$ cat src/rtl/rtu_pkg.sv
package rtu_pkg;

    typedef enum logic [1:0] {
        OP_NOP = 2'b00,
        OP_ACT = 2'b01,
        OP_RD  = 2'b10,
        OP_PRE = 2'b11
    } cmd_op_t;

    typedef struct packed {
        logic rcd_fast;
        logic rp_fast;
    } region_prof_t;

    localparam int DEF_FAST_CYC = 4;
    localparam int DEF_STD_CYC  = 6;

    function automatic logic [7:0] pick_delay(input logic fast,
                                              input logic [7:0] fast_cyc,
                                              input logic [7:0] std_cyc);
        return fast ? fast_cyc : std_cyc;
    endfunction

endpackage

$ cat src/rtl/rtu_profile_table.sv
module rtu_profile_table
    import rtu_pkg::*;
#(
    parameter int NUM_REGIONS = 16,
    localparam int REG_W = $clog2(NUM_REGIONS)
) (
    input  logic               clk,
    input  logic               rst,
    input  logic               we,
    input  logic [REG_W-1:0]   wr_idx,
    input  region_prof_t       wr_prof,
    input  logic [REG_W-1:0]   rd_idx,
    output region_prof_t       rd_prof
);

    region_prof_t entries [NUM_REGIONS];

    always_ff @(posedge clk) begin
        if (rst) begin
            for (int i = 0; i < NUM_REGIONS; i++) begin
                entries[i] <= '0;
            end
        end else if (we) begin
            entries[wr_idx] <= wr_prof;
        end
    end

    // Read returns the registered contents, so a same-cycle write is not seen
    assign rd_prof = entries[rd_idx];

endmodule

$ cat src/rtl/rtu_delay_counter.sv
module rtu_delay_counter #(
    parameter int CNT_W = 4
) (
    input  logic             clk,
    input  logic             rst,
    input  logic             load,
    input  logic [CNT_W-1:0] load_val,
    output logic             busy
);

    logic [CNT_W-1:0] remain;

    always_ff @(posedge clk) begin
        if (rst) begin
            remain <= '0;
        end else if (load) begin
            remain <= load_val;
        end else if (remain != '0) begin
            remain <= remain - 1'b1;
        end
    end

    assign busy = (remain != '0);

endmodule

$ cat src/rtl/region_timing_unit.sv
module region_timing_unit
    import rtu_pkg::*;
#(
    parameter int NUM_BANKS   = 4,
    parameter int NUM_REGIONS = 16,
    parameter int CNT_W       = 4,
    localparam int BANK_W = $clog2(NUM_BANKS),
    localparam int REG_W  = $clog2(NUM_REGIONS)
) (
    input  logic                 clk,
    input  logic                 rst,
    input  logic                 cmd_valid,
    input  logic [1:0]           cmd_op,
    input  logic [BANK_W-1:0]    cmd_bank,
    input  logic [REG_W-1:0]     cmd_region,
    input  logic                 prof_we,
    input  logic [REG_W-1:0]     prof_region,
    input  logic                 prof_rcd_fast,
    input  logic                 prof_rp_fast,
    input  logic [CNT_W-1:0]     cfg_rcd_fast,
    input  logic [CNT_W-1:0]     cfg_rcd_std,
    input  logic [CNT_W-1:0]     cfg_rp_fast,
    input  logic [CNT_W-1:0]     cfg_rp_std,
    output logic [NUM_BANKS-1:0] rd_ready,
    output logic [NUM_BANKS-1:0] act_ready
);

    cmd_op_t       op;
    logic          is_act;
    logic          is_pre;
    region_prof_t  wr_prof;
    region_prof_t  look;
    logic [7:0]    rcd_sel;
    logic [7:0]    rp_sel;
    logic [CNT_W-1:0] rcd_val;
    logic [CNT_W-1:0] rp_val;

    assign op     = cmd_op_t'(cmd_op);
    assign is_act = cmd_valid && (op == OP_ACT);
    assign is_pre = cmd_valid && (op == OP_PRE);

    assign wr_prof.rcd_fast = prof_rcd_fast;
    assign wr_prof.rp_fast  = prof_rp_fast;

    rtu_profile_table #(.NUM_REGIONS(NUM_REGIONS)) u_table (
        .clk    (clk),
        .rst    (rst),
        .we     (prof_we),
        .wr_idx (prof_region),
        .wr_prof(wr_prof),
        .rd_idx (cmd_region),
        .rd_prof(look)
    );

    assign rcd_sel = pick_delay(look.rcd_fast, 8'(cfg_rcd_fast), 8'(cfg_rcd_std));
    assign rp_sel  = pick_delay(look.rp_fast,  8'(cfg_rp_fast),  8'(cfg_rp_std));
    assign rcd_val = rcd_sel[CNT_W-1:0];
    assign rp_val  = rp_sel[CNT_W-1:0];

    for (genvar b = 0; b < NUM_BANKS; b++) begin : g_bank
        logic hit;
        logic rcd_busy;
        logic rp_busy;

        assign hit = (cmd_bank == BANK_W'(b));

        rtu_delay_counter #(.CNT_W(CNT_W)) u_rcd (
            .clk     (clk),
            .rst     (rst),
            .load    (is_act && hit),
            .load_val(rcd_val),
            .busy    (rcd_busy)
        );

        rtu_delay_counter #(.CNT_W(CNT_W)) u_rp (
            .clk     (clk),
            .rst     (rst),
            .load    (is_pre && hit),
            .load_val(rp_val),
            .busy    (rp_busy)
        );

        assign rd_ready[b]  = !rcd_busy;
        assign act_ready[b] = !rp_busy;
    end

endmodule

$ cat config.mk
export PLATFORM = sky130hd
export DESIGN_NAME = region_timing_unit
export DESIGN_NICKNAME = d
export VERILOG_FILES = /design/src/rtl/rtu_pkg.sv /design/src/rtl/rtu_profile_table.sv /design/src/rtl/rtu_delay_counter.sv /design/src/rtl/region_timing_unit.sv
export SDC_FILE = /design/constraint.sdc
export NUM_CORES = 1
export LEC_CHECK = 0
export CORE_MARGIN = 2
export CORE_UTILIZATION = 40
export CTS_CLUSTER_DIAMETER = 100
export DETAILED_ROUTE_END_ITERATION = 16
export DONT_BUFFER_PORTS = 1
export SLEW_MARGIN = 30
export SYNTH_ARGS = -nofsm -noshare
export SYNTH_HDL_FRONTEND = slang
export SYNTH_HIERARCHICAL = 1
export SYNTH_SLANG_ARGS = --single-unit
$ cat constraint.sdc
create_clock -name clk -period 3.15 [get_ports clk]
set_input_delay 0.1575 -clock clk [delete_from_list [all_inputs] [get_ports clk]]
set_output_delay 0.1575 -clock clk [all_outputs]
set_load 0.02 [all_outputs]
==> metrics.csv <==
metric;value;unit
dieHeight;100;um
clock_tree.buffer_depth;2;
h-tree-depth;3;
routedWlPerCell;14.9;um
synthSimpleGateAreaFrac;0.239;
antenna_violating_nets_left;0;
critical_path.max_fanout;5;
fin_crit_sh;0.624;
reg2reg_slack;1.19;ns
layout-area-overhead-vs-synth;8.64;%
cts.clk_slew.worst_paths;0.07;ns
num_cts_buffers;9;
mappedNetlistArea;3690;sq um
total_global_routing_track_utilization;0.156;
grt_start_max_net_pins;33;
antenna_violations_before_repair;0;
synthXorXnorAreaFrac;0.0379;
design_area;4010;sq um
routed_wl;7310;um
fmax;509;MHz
viasPerCell;5.35;
globalplace.congestion;0.798;
worst-setup-path-type;register to output pin;
slew_at_the_pin_closest_to_its_max_slew_limit;0.738;ns
ys_ff_latch;64;
dominant_combinational_cell_family_by_area_after_synthesis;simple AND/OR/NAND/NOR gates;
final_hold_viol_count;0;
totalPowerFinal;3.36;mW
die-area;10000;sq um
critPathCaptureType;output pin;
core.rowCount;35;
synth_adder_area_share;0.0542;
hold_path_depth;1;
synthesis.yosys.warnings;6;
synth_compound_gate_area_share;0.0962;
detail_route.iter0.violations;74;
worstSkewPairLatency;0.33;ns
worst_r2r_endpoint;g_bank[2].u_rp/remain[0]$_SDFFE_PP0P_;
timing.final.setup_violations;0;
rsz_0062_raised_after_global_routing;no;
period_needed;1.96;ns
synthCells;366;
drc_errors;0;
power-per-cell-area;837;nW/um^2
ys_seq_area_frac;0.433;
max_cap_violations;0;
design.core.area;9110;sq um
diodes;0;
postCtsHoldBufs;1;
setup.worst_path.start_class;register;
timing.max_slew.rel_slack;0.504;
final_tns_setup;0;ns
run_status;finished, final reports clean;
post_route_cells_drive_above_1_share;0.188;
hold_start;prof_rcd_fast;
max-vdd-ir-drop;0.247;mV
first_pass_grt_wire_length;12200;um
grt_pass1_vias;2664;
count_of_pins_over_their_slew_limit;0;
tritoncts;yes;
fin_worst_skew;0.00722;ns
number_of_iterations_in_the_first_detailed_routing_pass;4;
die-width;100;um
postCtsResizedCells;0;
ys_types;33;
layout.nets;423;
num_io_pins;42;
cellLeakagePower;1.51;nW
regToRegStartpoint;u_table/entries[3][0]$_SDFFCE_PN0P_;
clk_root_buf;clkbuf_8;
tritoncts_num_sinks;64;
postPlaceCellArea;3800;sq um
gr-total-overflow;0;
avgSynthCellArea;10.1;sq um
worst_ep_arrival_time;1.81;ns
start_util;0.406;
required;2.99;ns
postSynthNetCount;416;
routed-via-count;2614;
placed_wire_length_estimate_after_detailed_placement;5190;um
timing.hold.worst.class;input port to register;
postCtsSetupRepairBufs;0;
post_synth_mux_area_share;0.0985;
worst-r2r-cell-count;6;
numPortBuffers;0;
whs_endpoint;u_table/entries[4][1]$_SDFFCE_PN0P_;
report_power, final:
group	total, mW	switching [mW]	internal [mW]
combinational	1.46	0.737	0.719
sequential	1.24	0.157	1.09
clock	0.659	0.297	0.362
total	3.36	1.19	2.17
metrics by stage:
step	instances	setup WS (ns)	utilization	hold slack [ns]
2_1_floorplan	366	1.45	-	0.220
3_3_place_gp	471	1.23	0.418	0.236
3_5_place_dp	471	1.20	0.418	0.237
4_1_cts	488	1.16	0.440	0.000546
5_1_grt	489	1.02	0.441	0.00171
6_report	489	1.19	0.441	0.0205
how the worst max path moves through the flow:
stage / from / endpoint / slack (ns)
global route: g_bank[1].u_rp/remain[0]$_SDFFE_PP0P_ / act_ready[1] / 1.02
detailed placement: u_table/entries[3][0]$_SDFFCE_PN0P_ / g_bank[2].u_rp/remain[0]$_SDFFE_PP0P_ / 1.20
floorplan: u_table/entries[3][1]$_SDFFCE_PN0P_ / g_bank[0].u_rcd/remain[0]$_SDFFE_PP0P_ / 1.45
finish: g_bank[1].u_rp/remain[0]$_SDFFE_PP0P_ / act_ready[1] / 1.19
CTS: g_bank[1].u_rp/remain[0]$_SDFFE_PP0P_ / act_ready[1] / 1.16
global placement: u_table/entries[3][1]$_SDFFCE_PN0P_ / g_bank[1].u_rcd/remain[3]$_SDFFE_PP0P_ / 1.23
critical path: stages (launching register included):
cell,delay [ns]
dfxtp_1,0.33
inv_1,0.11
ha_1,0.15
nor3b_1,0.60
inv_1,0.11
inv_1,0.18
cells in the mapped netlist, drive strengths merged:
cell,number,area share
a211o,8,0.019
a21oi,16,0.030
a22oi,2,0.0041
and2,32,0.054
buf,1,0.0030
clkbuf,5,0.0051
dfxtp,32,0.17
edfxtp,32,0.26
ha,16,0.054
inv,32,0.033
mux2,16,0.049
mux4,8,0.050
nand2,37,0.038
nand2b,3,0.0051
nand3,5,0.0068
nand3b,1,0.0020
nand4b,1,0.0024
nand4bb,2,0.0061
nor2,19,0.019
nor2b,2,0.0034
nor3,6,0.0095
nor3b,8,0.016
o22ai,16,0.027
o31ai,8,0.016
or2,24,0.041
or3,8,0.014
or3b,1,0.0024
or4,8,0.016
or4b,1,0.0037
xnor2,16,0.038
per-layer routing:
| metal | GRT usage | routed length (um) | share of wire | up-vias |
|---|---|---|---|---|
| li1 | - | - | - | 1307 |
| met1 | 0.191 | 3280 | 0.45 | 1251 |
| met2 | 0.259 | 3590 | 0.49 | 49 |
| met3 | 0.0494 | 360 | 0.049 | 7 |
| met4 | 0.0569 | 72 | 0.0099 | 0 |
| met5 | 0 | 0 | 0 | - |
area by class of cell:
| type | instances | area, sq um |
|---|---|---|
| clock buffer | 12 | 135 |
| clock inverter | 4 | 45.0 |
| fill | 881 | 5090 |
| inverter | 32 | 120 |
| multi-input combinational | 264 | 1940 |
| sequential | 64 | 1600 |
| tap | 111 | 139 |
| timing repair buffer | 2 | 30.0 |
logic make-up (layout without fill, tap and decap cells):
family	count (synthesis)	after routing
adder cells (fa/ha/maj)	16	16
XOR/XNOR	16	16
AO/OA/AOI/OAI	50	50
buffers and inverters	38	50
multiplexers	24	24
flip-flops	64	64
AND/OR/NAND/NOR	158	158
layout by cell type, fill, tap and decap left out, types with 9 or more instances in the layout:
master,instances
nand2_1,37
inv_1,32
dfxtp_1,32
and2_1,32
edfxtp_1,32
or2_2,24
nor2_1,19
mux2_2,16
o22ai_1,16
xnor2_1,16
ha_1,16
clkbuf_8,9
sequential cells by signal, indices dropped and copies added (netlist names):
| name | flops |
|---|---|
| u_table/entries | 32 |
| g_bank.u_rcd/remain | 16 |
| g_bank.u_rp/remain | 16 |
Power figures use the tool's default switching activity.
